### src/rtl/tdm_sched_pkg.sv
package tdm_sched_pkg;

  typedef enum logic {
    PH_SUP = 1'b0,
    PH_CLI = 1'b1
  } phase_e;

  // Counter reload for a programmed length: a zero length still lasts one cycle.
  function automatic logic [31:0] reload_of(input logic [31:0] len);
    return (len == 32'd0) ? 32'd0 : len - 32'd1;
  endfunction

endpackage

### src/rtl/tdm_owner_table.sv
module tdm_owner_table #(
  parameter int SLOTS   = 16,
  parameter int SLOT_W  = 4,
  parameter int CID_W   = 2
) (
  input  logic              clk,
  input  logic              rst,
  input  logic              wr_en,
  input  logic [SLOT_W-1:0] wr_slot,
  input  logic [CID_W-1:0]  wr_id,
  input  logic              wr_valid,
  input  logic [SLOT_W-1:0] rd_slot,
  output logic [CID_W-1:0]  rd_id,
  output logic              rd_valid
);

  logic [CID_W-1:0] id_mem [SLOTS];
  logic [SLOTS-1:0] vld_q;

  // Owner ids carry no reset so the array can map onto distributed RAM.
  always_ff @(posedge clk) begin
    if (wr_en) id_mem[wr_slot] <= wr_id;
  end

  always_ff @(posedge clk) begin
    if (rst) vld_q <= '0;
    else if (wr_en) vld_q[wr_slot] <= wr_valid;
  end

  assign rd_id    = id_mem[rd_slot];
  assign rd_valid = vld_q[rd_slot];

endmodule

### src/rtl/tdm_phase_seq.sv
module tdm_phase_seq
  import tdm_sched_pkg::*;
#(
  parameter int SLOT_W = 4,
  parameter int DUR_W  = 18
) (
  input  logic              clk,
  input  logic              rst,
  input  logic              go,
  input  logic [DUR_W-1:0]  sup_rl,
  input  logic [DUR_W-1:0]  cli_rl,
  input  logic [SLOT_W-1:0] last_slot,
  output logic              run_q,
  output phase_e            phase_q,
  output logic [SLOT_W-1:0] slot_q,
  output logic              start_q,
  output logic              nxt_run,
  output phase_e            nxt_phase,
  output logic [SLOT_W-1:0] nxt_slot
);

  logic [DUR_W-1:0] rem_q, nxt_rem;
  logic             nxt_start;

  always_comb begin
    nxt_run   = run_q;
    nxt_phase = phase_q;
    nxt_slot  = slot_q;
    nxt_rem   = rem_q;
    nxt_start = 1'b0;
    if (!run_q) begin
      if (go) begin
        nxt_run   = 1'b1;
        nxt_phase = PH_SUP;
        nxt_slot  = '0;
        nxt_rem   = sup_rl;
        nxt_start = 1'b1;
      end
    end else if (rem_q != '0) begin
      nxt_rem = rem_q - 1'b1;
    end else if (phase_q == PH_SUP) begin
      nxt_phase = PH_CLI;
      nxt_rem   = cli_rl;
    end else begin
      nxt_phase = PH_SUP;
      nxt_rem   = sup_rl;
      if (slot_q == last_slot) begin
        nxt_slot  = '0;
        nxt_start = 1'b1;
      end else begin
        nxt_slot = slot_q + 1'b1;
      end
    end
  end

  always_ff @(posedge clk) begin
    if (rst) begin
      run_q   <= 1'b0;
      phase_q <= PH_SUP;
      slot_q  <= '0;
      rem_q   <= '0;
      start_q <= 1'b0;
    end else begin
      run_q   <= nxt_run;
      phase_q <= nxt_phase;
      slot_q  <= nxt_slot;
      rem_q   <= nxt_rem;
      start_q <= nxt_start;
    end
  end

endmodule

### src/rtl/tdm_svc_counters.sv
module tdm_svc_counters #(
  parameter int CLIENTS = 4,
  parameter int CNT_W   = 32
) (
  input  logic                     clk,
  input  logic                     rst,
  input  logic [CLIENTS-1:0]       grant,
  output logic [CLIENTS*CNT_W-1:0] counts
);

  for (genvar i = 0; i < CLIENTS; i++) begin : g_cnt
    logic [CNT_W-1:0] cnt_q;
    always_ff @(posedge clk) begin
      if (rst) cnt_q <= '0;
      else if (grant[i] && (cnt_q != {CNT_W{1'b1}})) cnt_q <= cnt_q + 1'b1;
    end
    assign counts[i*CNT_W +: CNT_W] = cnt_q;
  end

endmodule

### src/rtl/tdm_slot_sched.sv
module tdm_slot_sched
  import tdm_sched_pkg::*;
#(
  parameter int SLOTS   = 16,
  parameter int CLIENTS = 4,
  parameter int DUR_W   = 18,
  parameter int CNT_W   = 32
) (
  input  logic                                      clk,
  input  logic                                      rst,
  input  logic                                      cfg_mode,
  input  logic                                      cfg_time_wr,
  input  logic [DUR_W-1:0]                          cfg_sup_len,
  input  logic [DUR_W-1:0]                          cfg_cli_len,
  input  logic [$clog2(SLOTS+1)-1:0]                cfg_slots,
  input  logic                                      cfg_own_wr,
  input  logic [$clog2(SLOTS)-1:0]                  cfg_own_slot,
  input  logic [((CLIENTS > 1) ? $clog2(CLIENTS) : 1)-1:0] cfg_own_client,
  input  logic                                      cfg_own_valid,
  output logic                                      running,
  output logic                                      sup_active,
  output logic                                      in_client,
  output logic [$clog2(SLOTS)-1:0]                  slot_idx,
  output logic                                      table_start,
  output logic [CLIENTS-1:0]                        grant,
  output logic [CLIENTS*CNT_W-1:0]                  svc_count
);

  localparam int SLOT_W = $clog2(SLOTS);
  localparam int NSL_W  = $clog2(SLOTS + 1);
  localparam int CID_W  = (CLIENTS > 1) ? $clog2(CLIENTS) : 1;

  logic [DUR_W-1:0]  sup_len_q, cli_len_q, sup_rl, cli_rl;
  logic [NSL_W-1:0]  nsl_q, last_wide;
  logic [SLOT_W-1:0] last_slot;
  logic              run_q, start_q, nxt_run;
  phase_e            phase_q, nxt_phase;
  logic [SLOT_W-1:0] slot_q, nxt_slot;
  logic [CID_W-1:0]  own_id;
  logic              own_vld;
  logic [CLIENTS-1:0] grant_q;

  // Length registers accept writes only before the schedule starts.
  always_ff @(posedge clk) begin
    if (rst) begin
      sup_len_q <= '0;
      cli_len_q <= '0;
      nsl_q     <= '0;
    end else if (cfg_time_wr && !run_q) begin
      sup_len_q <= cfg_sup_len;
      cli_len_q <= cfg_cli_len;
      nsl_q     <= cfg_slots;
    end
  end

  assign sup_rl = DUR_W'(reload_of(32'(sup_len_q)));
  assign cli_rl = DUR_W'(reload_of(32'(cli_len_q)));

  always_comb begin
    if (nsl_q == '0)                  last_wide = '0;
    else if (nsl_q > NSL_W'(SLOTS))   last_wide = NSL_W'(SLOTS - 1);
    else                              last_wide = nsl_q - 1'b1;
  end
  assign last_slot = last_wide[SLOT_W-1:0];

  tdm_owner_table #(
    .SLOTS (SLOTS),
    .SLOT_W(SLOT_W),
    .CID_W (CID_W)
  ) u_owner (
    .clk     (clk),
    .rst     (rst),
    .wr_en   (cfg_own_wr && !run_q),
    .wr_slot (cfg_own_slot),
    .wr_id   (cfg_own_client),
    .wr_valid(cfg_own_valid),
    .rd_slot (nxt_slot),
    .rd_id   (own_id),
    .rd_valid(own_vld)
  );

  tdm_phase_seq #(
    .SLOT_W(SLOT_W),
    .DUR_W (DUR_W)
  ) u_seq (
    .clk      (clk),
    .rst      (rst),
    .go       (!cfg_mode),
    .sup_rl   (sup_rl),
    .cli_rl   (cli_rl),
    .last_slot(last_slot),
    .run_q    (run_q),
    .phase_q  (phase_q),
    .slot_q   (slot_q),
    .start_q  (start_q),
    .nxt_run  (nxt_run),
    .nxt_phase(nxt_phase),
    .nxt_slot (nxt_slot)
  );

  // Grant is looked up from the next state so it lands in the same cycle as the phase.
  always_ff @(posedge clk) begin
    if (rst) grant_q <= '0;
    else if (nxt_run && (nxt_phase == PH_CLI) && own_vld)
      grant_q <= CLIENTS'(1) << own_id;
    else
      grant_q <= '0;
  end

  tdm_svc_counters #(
    .CLIENTS(CLIENTS),
    .CNT_W  (CNT_W)
  ) u_svc (
    .clk   (clk),
    .rst   (rst),
    .grant (grant_q),
    .counts(svc_count)
  );

  assign running     = run_q;
  assign sup_active  = run_q && (phase_q == PH_SUP);
  assign in_client   = run_q && (phase_q == PH_CLI);
  assign slot_idx    = slot_q;
  assign table_start = start_q;
  assign grant       = grant_q;

endmodule

### config.mk
export PLATFORM = sky130hd
export DESIGN_NAME = tdm_slot_sched
export DESIGN_NICKNAME = d
export VERILOG_FILES = /design/src/rtl/tdm_sched_pkg.sv /design/src/rtl/tdm_owner_table.sv /design/src/rtl/tdm_phase_seq.sv /design/src/rtl/tdm_svc_counters.sv /design/src/rtl/tdm_slot_sched.sv
export SDC_FILE = /design/constraint.sdc
export NUM_CORES = 1
export LEC_CHECK = 0
export BUFFER_PORTS_ARGS = -buffer_cell sky130_fd_sc_hd__buf_2
export CAP_MARGIN = 40
export CORE_UTILIZATION = 62
export CTS_BUF_LIST = sky130_fd_sc_hd__clkbuf_16
export DETAILED_ROUTE_END_ITERATION = 10
export PLACE_DENSITY = 0.95
export SYNTH_ARGS = -nofsm -noshare
export SYNTH_HDL_FRONTEND = slang
export SYNTH_HIERARCHICAL = 1
export SYNTH_SLANG_ARGS = --single-unit
### constraint.sdc
create_clock -name clk -period 5.4 [get_ports clk]
set_clock_uncertainty 0.2 [all_clocks]
set_input_delay 0.54 -clock clk [delete_from_list [all_inputs] [get_ports clk]]
set_output_delay 0.54 -clock clk [all_outputs]
set_load 0.01 [all_outputs]
---- After elaboration in Yosys (flattened, before gate mapping) ----
Memories as Yosys holds them, arrays and structs flattened.
Cells that the tools add are included.
operators by class
  add/subtract/negate cells ............... 9
  multiply operators ...................... 0
  divide/modulo/power cells ............... 0
  order comparisons ....................... 4
  equal/unequal tests ..................... 6
  shift operators ......................... 1
  multiplexer cells ....................... 30
  bitwise gates (word level) .............. 2
  reduce and logical (&&, ||, !) cells .... 17
operators by type and width
  kind                                                                                  number
  32-bit by 1-bit adder with 32-bit output (second input constant)                      4
  32-bit inequality test (second input constant)                                        4
  18-bit two-way mux                                                                    6
  18-bit by 1-bit subtractor with 18-bit output (second input constant)                 3
  18-bit zero test                                                                      2
  4-bit two-way mux                                                                     7
  18-bit nonzero test                                                                   1
  16-bit bitwise mux                                                                    1
  1-bit two-way mux                                                                     14
  1-bit logical AND                                                                     11
  4-bit by 5-bit less-than comparator with 1-bit output (second input constant)         2
  5-bit greater-than comparator (second input constant)                                 1
  5-bit zero test                                                                       1
  4-bit by 1-bit adder with 4-bit output (second input constant)                        1
  1-bit binary-select mux with 4-bit select                                             1
  1-bit demux with 4-bit select                                                         1
  4-bit equality test                                                                   1
  4-bit by 1-bit greater-or-equal comparator with 1-bit output (second input constant)  1
  1-bit by 2-bit left shift with 4-bit output (first input constant)                    1
  4-bit by 1-bit subtractor with 4-bit output (second input constant)                   1
  2-bit by 1-bit inequality test with 1-bit output (second input constant)              1
  1-bit NOT                                                                             2
  2-bit OR reduction                                                                    1
  1-bit zero test                                                                       1
word-level totals
  flip-flop bits (word level) ............. 214
  latch bits .............................. 0
  memory bits (writable) .................. 32
  ROM bits ................................ 0
  input port bits ......................... 53
  output and inout port bits .............. 140
  memories ................................ 1
memories
  name            words  bits a word  rd ports  clocked after Yosys merged registers in  write ports  line                   source
  u_owner.id_mem  16     2            1         0                                        1            tdm_owner_table.sv:17  logic [CID_W-1:0] id_mem [SLOTS];

---- Logic depth before layout (Yosys ltp) ----
Gate-level depths: netlist of run 1.
  word-level depth ........................ 13
  gate-level depth with buffers ........... 16

---- Hierarchy ----
Netlist of run 1, hierarchy kept.
modules (own cells, without submodules)
  module            times used  cells an instance  area each (um^2)
  tdm_svc_counters  1           777                6466.2
  tdm_slot_sched    1           347                2498.6
  tdm_owner_table   1           164                2115.8
  tdm_phase_seq     1           238                1786.7

---- Worst setup path after synthesis of run 1 ----
Ideal clock, no wire load.
  kind .................................... register to register
  start point ............................. register nsl_q[0]
  end point ............................... register grant_q[0] (netlist: grant[0])
  library setup time ...................... 119 ps
  arrival time ............................ 3217 ps
  required time ........................... 5081 ps
  setup slack ............................. 1864 ps
  cell stages (with the launch flop) ...... 17
  period minus slack after synthesis ...... 3536 ps
  cells stage by stage .................... dfxtp_1 > inv_1 > ha_1 > nor3b_1 > nand2_1 > nand2_1 > o21ai_0 > xor2_1 > o41ai_1 > nor3_1 > a32o_1 > clkbuf_1 > mux4_2 > a22oi_1 > nand3_1 > nand4b_1 > nor3_1
between the ends
  longest elaborated chain between the ends .. 13
  elaborated cells between the ends (all ways) .. 17
ends and longest elaborated chain
  element                                                                                       line                                        source
  start: declaration                                                                            tdm_slot_sched.sv:34                        logic [NSL_W-1:0] nsl_q, last_wide;
  start signal: assignment                                                                      tdm_slot_sched.sv:52                        nsl_q <= cfg_slots;
  4-bit by 1-bit subtractor with 4-bit output or 5-bit greater-than comparator (tied branches)  tdm_slot_sched.sv:62, tdm_slot_sched.sv:61
  4-bit two-way mux                                                                             tdm_slot_sched.sv:61                        else if (nsl_q > NSL_W'(SLOTS)) last_wide = NSL_W'(SLOTS - 1);
  4-bit two-way mux *                                                                           tdm_slot_sched.sv:60                        if (nsl_q == '0) last_wide = '0;
  named net last_wide[1]                                                                        tdm_slot_sched.sv:34
  4-bit equality test *                                                                         tdm_phase_seq.sv:47                         if (slot_q == last_slot) begin
  4-bit two-way mux *                                                                           tdm_phase_seq.sv:47
  4-bit two-way mux *                                                                           tdm_phase_seq.sv:41                         end else if (phase_q == PH_SUP) begin
  4-bit two-way mux *                                                                           tdm_phase_seq.sv:39                         end else if (rem_q != '0) begin
  4-bit two-way mux *                                                                           tdm_phase_seq.sv:31                         if (!run_q) begin
  named net nxt_slot[1]                                                                         tdm_slot_sched.sv:38                        logic [SLOT_W-1:0] slot_q, nxt_slot;
  1-bit binary-select mux with 4-bit select *                                                   tdm_owner_table.sv:31                       assign rd_valid = vld_q[rd_slot];
  1-bit two-way mux (implied by the code) *                                                     tdm_owner_table.sv:31
  named net own_vld                                                                             tdm_slot_sched.sv:40                        logic own_vld;
  1-bit logical AND *                                                                           tdm_slot_sched.sv:104                       else if (nxt_run && (nxt_phase == PH_CLI) && own_vld)
  1-bit NOT (no source line) *                                                                  n/a
  2-bit OR reduction (no source line) *                                                         n/a
  end signal: assignment                                                                        tdm_slot_sched.sv:105                       grant_q <= CLIENTS'(1) << own_id;
  end: declaration                                                                              tdm_slot_sched.sv:41                        logic [CLIENTS-1:0] grant_q;
The timed path passes the listed nets; every way through them passes the cells marked *. The select of a mux whose other input is x is not followed.
A chain may end at the register's enable or synchronous reset.

---- Worst setup path after layout of run 1 ----
Same ends and word-level chain as after synthesis.

==> metrics.md, run 1 <==
| Metric | Value |
|---|---|
| Vias/cell | 6.54 |
| Ports | 193 |
| Worst setup EP type | flip-flop |
| Vias in the first global route | 11470 |
| Wirelength per Cell | 17.6 um |
| Max rail drop VDD | 369 uV |
| Mapped Avg Cell Area | 8.43 um^2 |
| Worst path cell trace | inv_1 -> ha_1 -> nor3b_1 -> nand2_1 -> nand2_1 -> o21ai_0 -> xor2_1 -> o41ai_1 -> nor3_1 -> a22o_1 -> mux4_1 -> a22oi_1 -> nand3_1 -> nand4b_1 -> nor3_1 |
| Post-DP HPWL | 24100 um |
| FF+latch area | 5250 um^2 |
| Pint | 3.08 mW |
| Most frequent cells in the layout | dfxtp_1 (214), buf_2 (191), nand2_1 (169), a21oi_1 (160), nor2_1 (122) |
| Crit path kind | reg2reg |
| ANT nets after route | 0 |
| CTS tree | yes |
| First-pass GRT wire length | 56300 um |
| Post-Syn Area | 12900 um^2 |
| Initial antenna violation count | 0 |
| Sw Share | 27.0% |
| Setup TNS Final | 0 ps |
| Leak | 5.45 nW |
| Total track usage | 31.4% |
| Chip Height | 146 um |
| Post-Syn Instances | 1526 |
| Async set-reset flop share out of synthesis | 0% |
| Ant. Diodes | 0 |
| TritonCTS Buffers | 27 |
| Met3 Use GR | 4.31% |
| Main synth FF type | dfxtp_1 |
| Worst setup SP type | flip-flop |
| RSZ-0062 raised after global routing | false |
| Most Used Layer, Global Route | met2 |
| Synth cell types | 77 |
| Sequential cell area fraction in the yosys report | 40.8% |
| Reg2reg end | grant[0] |
| Filler cells | 1478 |
| HP Class | in2reg |
| Final wirelength | 34700 um |
| Clock buffer depth | 3 |
| Max-cap violations | 0 |
| Placed Area | 13900 um^2 |
| Initial core utilization | 63.4% |
| DRC | 0 |
| Clock slew at reported path FFs | 60 ps |
| Synth Warn # | 6 |
| Hold Path Depth | 3 |
| Final core occ | 72.8% |
| Max Fclk | 0.211 GHz |
| #FFs+latches synth | 246 |
| Gr ovfl total | 0 |
| Cell count of the worst reg-to-reg path | 15 |
| Synthesis-to-finish area growth | 14.9% |
| Die width | 146 um |
| DRT Pass-1 Iters | 9 |
| Sequential group share of total power | 46.2% |
| Largest net degree at the start of global routing | 93 |
| Crit Reg-Reg Startpoint | nsl_q[0] |
| Nets | 1740 |
| Core area | 20300 um^2 |
| Final hold violation count | 0 |
| CTS resizes | 0 |
| Status | complete, no violations |
| Max H-tree Level | 1 |
| Die area | 21300 um^2 |
| Register-to-register path setup slack | 660 ps |
| Met1 track demand over resource | 41.7% |
| Hold_buf cts | 0 |
| Final Wtd Congestion | 0.977 |
| Min-delay src | cfg_cli_len[3] |
| Setup violators final | 0 |
| Drt initial violations | 1348 |
| Sw Pwr | 1.14 mW |
| Later-pin clock latency in the skew report | 530 ps |
| Met2 global-route usage | 52.2% |
| Clock power frac | 42.0% |
| Slew Limit Fails | 0 |
| Max-slew headroom | 27.6% |
| Vias | 12856 |
| IO Port Bufs | 192 |
| CP delay by family, top | compound AO/OA/AOI/OAI gates |
| CP max FO | 13 |
| CP max stage delay | 990 ps |
| Clock Sinks | 246 |
| Worst Tran Pin Value | 1070 ps |
| Worst hold margin | 42.9 ps |
| Post-CTS setup buffers | 0 |
| Arrival time worst endpoint | 4950 ps |
| Period utilisation layout | 87.8% |
| CP required | 5600 ps |
| Layout cells sized above 1 | 17.6% |
| Combinational share of power | 11.8% |
| Post-route minimum period | 4740 ps |
| Hold Path End | cli_len_q[3] |
| Power Density | 285 nW/um^2 |
| Commonest non-fill, non-tap cell in the layout | dfxtp_1 |
| Slowest CP cell | o41ai_1 |
| Final Instance Area | 14800 um^2 |
| Syn Nets | 1589 |
| Power Total | 4.22 mW |
| Root Buffer | clkbuf_16 |
| Multi-input logic area | 7170 um^2 |
| Post-synth EDFFs | 32 |
| Buffers plus inverters on the worst setup path | 1 |
| Core Rows | 52 |
==> worst reg2reg max path, cell delays in order (launching register included) <==
cell	delay, ps
dfxtp_1	350
inv_1	70
ha_1	200
nor3b_1	410
nand2_1	170
nand2_1	110
o21ai_0	130
xor2_1	200
o41ai_1	990
nor3_1	140
a22o_1	450
mux4_1	590
a22oi_1	230
nand3_1	120
nand4b_1	170
nor3_1	70
==> per-stage QoR <==
step	std cells	setup slack, ps
after CTS	1967	757
final	1967	657
after global placement	1916	1440
after global routing	1967	495
after floorplan	1526	1860
after detailed placement	1918	1000
==> flip-flops by register name (all words and copies together), names as in the netlist <==
register	flops
grant	4
u_seq/run_q	1
cli_len_q	18
u_owner/vld_q	16
u_seq/phase_q	1
sup_len_q	18
nsl_q	5
u_seq/slot_q	4
u_seq/rem_q	18
u_seq/start_q	1
u_owner/id_mem	32
u_svc/g_cnt.cnt_q	128
==> logic make-up (layout without fill, tap and decap cells) <==
group | after synthesis | in the layout | synth area share [%]
multiplexers | 31 | 31 | 3.95
adder cells (fa/ha/maj) | 10 | 10 | 0.972
AO/OA/AOI/OAI | 379 | 379 | 17.9
XOR/XNOR | 54 | 54 | 3.68
AND/OR/NAND/NOR | 694 | 694 | 29.1
buffers and inverters | 112 | 283 | 3.64
flip-flops | 246 | 246 | 40.8
==> final cells by class <==
cell class / instances / share of cell area (%)
Inverter: 32 / 0.812
Sequential cell: 246 / 35.5
Clock inverter: 22 / 1.19
Timing Repair Buffer: 202 / 7.18
Clock buffer: 27 / 4.57
Multi-Input combinational cell: 1168 / 48.5
Tap cell: 270 / 2.28
==> how the worst max path moves through the flow <==
stage / startpoint / to / slack (ps) / cells after the start
2_1_floorplan: nsl_q[0] / grant[0] / 1860 / 16
3_3_place_gp: nsl_q[0] / grant[1] / 1440 / 15
3_5_place_dp: nsl_q[0] / grant[0] / 1000 / 15
4_1_cts: nsl_q[0] / grant[0] / 760 / 15
5_1_grt: nsl_q[0] / grant[1] / 490 / 15
6_report: nsl_q[0] / grant[0] / 660 / 15
==> power by group through the flow <==
stage / registers, mW / logic, mW / clock network [mW]
global placement: 1.98 / 0.461 / 0
floorplan: 1.97 / 0.364 / 0
CTS: 1.95 / 0.484 / 1.79
detailed placement: 1.99 / 0.477 / 0
finish: 1.95 / 0.498 / 1.77
global route: 1.96 / 0.539 / 1.87
==> Yosys cell counts (all sizes together) (12+ instances only) <==
| master | number | share of area [%] |
|---|---|---|
| nand3 | 68 | 2.6 |
| and4 | 19 | 1.3 |
| nand2 | 169 | 4.9 |
| nor2b | 26 | 1.3 |
| inv | 31 | 0.90 |
| clkbuf | 65 | 1.9 |
| a21oi | 160 | 6.2 |
| nand4 | 54 | 2.7 |
| nor2 | 132 | 4.0 |
| nor4 | 28 | 1.7 |
| o21ai | 90 | 3.5 |
| mux2 | 14 | 1.2 |
| or4 | 49 | 2.9 |
| xnor2 | 31 | 2.1 |
| or3 | 48 | 2.4 |
| dfxtp | 214 | 33 |
| xor2 | 23 | 1.6 |
| edfxtp | 32 | 7.5 |
| mux4 | 12 | 2.3 |
| o31ai | 42 | 2.6 |
| buf | 15 | 0.81 |
| nor3 | 33 | 1.4 |
| and3 | 16 | 0.78 |
==> layer usage <==
metal,share of wire [%],vias up
met4,3.6,0
met2,47,706
met3,8.4,120
li1,-,6027
met1,41,6003
met5,0,-
No activity file was read; power rests on OpenSTA's default activity.
==> run 2, diff against run 1 <==
CORE_ASPECT_RATIO = 0.5   (was not set)
==> metrics.md, run 2 (synthesis gave the netlist of run 1 again) <==
| Metric | Value |
|---|---|
| CP max FO | 13 (unchanged) |
| Max rail drop VDD | 233 uV (-37%) |
| ANT nets after route | 0 (unchanged) |
| Largest Register | u_svc/g_cnt.cnt_q |
| Post-route minimum period | 4280 ps (-468 ps) |
| Max Fclk | 0.234 GHz (+11%) |
| Chip Height | 104 um (-29%) |
| Later-pin clock latency in the skew report | 520 ps (about the same) |
| Combinational share of power | 12.2% (+0.4 points) |
| Worst path cell trace | inv_1 -> ha_1 -> or4b_1 -> or3_1 -> nor3_1 -> a22o_1 -> mux4_1 -> a22oi_1 -> nand3_1 -> nand4b_1 -> nor3_1 |
| CTS tree | yes |
| Core Rows | 36 (-31%) |
| Cell count of the worst reg-to-reg path | 11 (-4) |
| DRT Pass-1 Iters | 7 (-2) |
| Max-slew headroom | 38.5% (+11 points) |
| Pint | 2.99 mW (-2.9%) |
| Setup violators final | 0 (unchanged) |
| HP Class | in2reg |
| Instance count on the critical path | 11 (-4) |
| Synthesis-to-finish area growth | 14.0% |
| Power Density | 278 nW/um^2 (-2.6%) |
| Vias/cell | 6.55 (+0.15%) |
| Ant. Diodes | 0 (unchanged) |
| Post-CTS setup buffers | 0 (unchanged) |
| Drt initial violations | 1537 (+14%) |
| Worst setup SP type | flip-flop |
| DRC | 0 (unchanged) |
| IO Port Bufs | 192 (unchanged) |
| Slew Limit Fails | 0 (unchanged) |
| Largest net degree at the start of global routing | 181 (+95%) |
| Arrival time worst endpoint | 4490 ps (-460 ps) |
| Hold Path Depth | 3 (unchanged) |
| Final core occ | 73.7% (+0.86 points) |
| Met3 Use GR | 6.33% (+2.0 points) |
| Pre-CTS WS | 1040 ps (+42.4 ps) |
| Max H-tree Level | 1 (unchanged) |
| Initial antenna violation count | 0 (unchanged) |
| Ports | 193 (unchanged) |
| Largest regs | u_svc/g_cnt.cnt_q (128), u_owner/id_mem (32) |
| Die area | 21400 um^2 (+0.16%) |
| Max-cap violations | 0 (unchanged) |
| PnR worst setup slack | 1120 ps (+468 ps) |
| Clock power frac | 40.0% (-2.0 points) |
| RSZ-0062 raised after global routing | false |
| Power Total | 4.07 mW (-3.4%) |
| Met1 track demand over resource | 40.9% (-0.82 points) |
| Clock slew at reported path FFs | 70 ps (about the same) |
| Final Instance Area | 14700 um^2 (-0.77%) |
| Placed Area | 13900 um^2 (about the same) |
| Nets | 1737 (-0.17%) |
| Slowest CP cell | a22o_1 |
| Vias | 12810 (-0.36%) |
| Most Used Layer, Global Route | met2 |
| Final hold violation count | 0 (unchanged) |
| Worst hold margin | 53.7 ps (+10.8 ps) |
| CP max stage delay | 680 ps (-310 ps) |
| CTS resizes | 0 (unchanged) |
| Vias in the first global route | 11436 (-0.30%) |
| CP dominant cell by count | nor3_1 |
| Sw Pwr | 1.08 mW (-4.7%) |
| Period utilisation layout | 79.2% (-8.7 points) |
| Number of flip-flops in the largest register | 128 (unchanged) |
| Initial core utilization | 64.6% (+1.2 points) |
| Final Wtd Congestion | 0.935 (-4.3%) |
| Hold_buf cts | 0 (unchanged) |
| CP delay by family, top | simple AND/OR/NAND/NOR gates |
| TritonCTS Buffers | 23 (-15%) |
| Layout cells sized above 1 | 17.3% (-0.29 points) |
| Status | complete, no violations |
| Root Buffer | clkbuf_16 |
| Filler cells | 1468 (-0.68%) |
| Total track usage | 31.8% (+0.40 points) |
| First-pass GRT wire length | 56300 um (about the same) |
| Worst setup EP type | flip-flop |
| CP required | 5610 ps (about the same) |
| Leak | 5.42 nW (-0.63%) |
| Clock Sinks | 246 (unchanged) |
| Gr ovfl total | 0 (unchanged) |
| Fin cells | 1957 (-0.51%) |
| Final wirelength | 35200 um (+1.5%) |
| Sw Share | 26.6% (-0.38 points) |
| Wirelength per Cell | 18.0 um (+2.0%) |
| Core area | 19900 um^2 (-1.9%) |
| Multi-input logic area | 7170 um^2 (unchanged) |
| Worst Tran Pin Value | 920 ps (-152 ps) |
| Placed cells | 1914 (-0.21%) |
| Crit path kind | reg2reg |
| Met2 global-route usage | 53.3% (+1.1 points) |
| Setup TNS Final | 0 ps (unchanged) |
| Sequential group share of total power | 47.8% (+1.6 points) |
| Die width | 206 um (+41%) |
| Post-DP HPWL | 24300 um (+0.65%) |
| Clock buffer depth | 3 (unchanged) |
| FF+latch area | 5250 um^2 (unchanged) |
| Commonest non-fill, non-tap cell in the layout | dfxtp_1 |
| Buffers plus inverters on the worst setup path | 1 (unchanged) |
| Most frequent cells in the layout | dfxtp_1 (214), buf_2 (191), nand2_1 (169), a21oi_1 (160), nor2_1 (122) |
## run 2: changes by cell type in the layout (fill, tap and decap cells not counted), sizes merged
cell	change
bufinv	+1
clkinvlp	-2
inv	+3
clkbuf	-3
clkinv	-5
## run 2: path summary, 6_finish.rpt
path                     endpoint             from  slack [ps]
setup / recovery         grant[2]   u_seq/rem_q[0]        1120
hold / removal      sup_len_q[11]  cfg_sup_len[11]          50
setup reg to reg         grant[2]   u_seq/rem_q[0]        1120
hold reg to reg   u_seq/rem_q[15]  u_seq/rem_q[15]         280
## run 2: power by group through the flow
stage | sequential [mW] | combinational, mW | clock [mW]
6_report | 1.95 | 0.498 | 1.63
5_1_grt | 1.95 | 0.542 | 1.74
4_1_cts | 1.95 | 0.487 | 1.66
3_5_place_dp | 1.99 | 0.484 | 0
3_3_place_gp | 1.98 | 0.471 | 0
2_1_floorplan | 1.97 | 0.364 | 0
## run 2: routing by layer
metal / vias up / part of all wire [%]
met1: 6058 / 41
met5: - / 0
met3: 106 / 8.0
met2: 638 / 47
met4: 0 / 3.4
li1: 6008 / -
## run 2: cell type report
| cell class | instances | share of cell area [%] |
|---|---|---|
| Clock inverter | 19 | 1.13 |
| Sequential cell | 246 | 35.7 |
| Multi-Input combinational cell | 1168 | 48.9 |
| Timing Repair Buffer | 203 | 7.25 |
| Clock buffer | 23 | 3.92 |
| Inverter | 32 | 0.819 |
| Tap cell | 266 | 2.27 |
## run 2: worst reg2reg max path, delay by kind of cell, from the launching register on
| family | cells | cell delay (ps) |
|---|---|---|
| AND/OR/NAND/NOR | 6 | 1820 |
| AO/OA/AOI/OAI | 2 | 880 |
| multiplexers | 1 | 650 |
| flip-flops | 1 | 340 |
| adder cells (fa/ha/maj) | 1 | 150 |
| buffers and inverters | 1 | 120 |
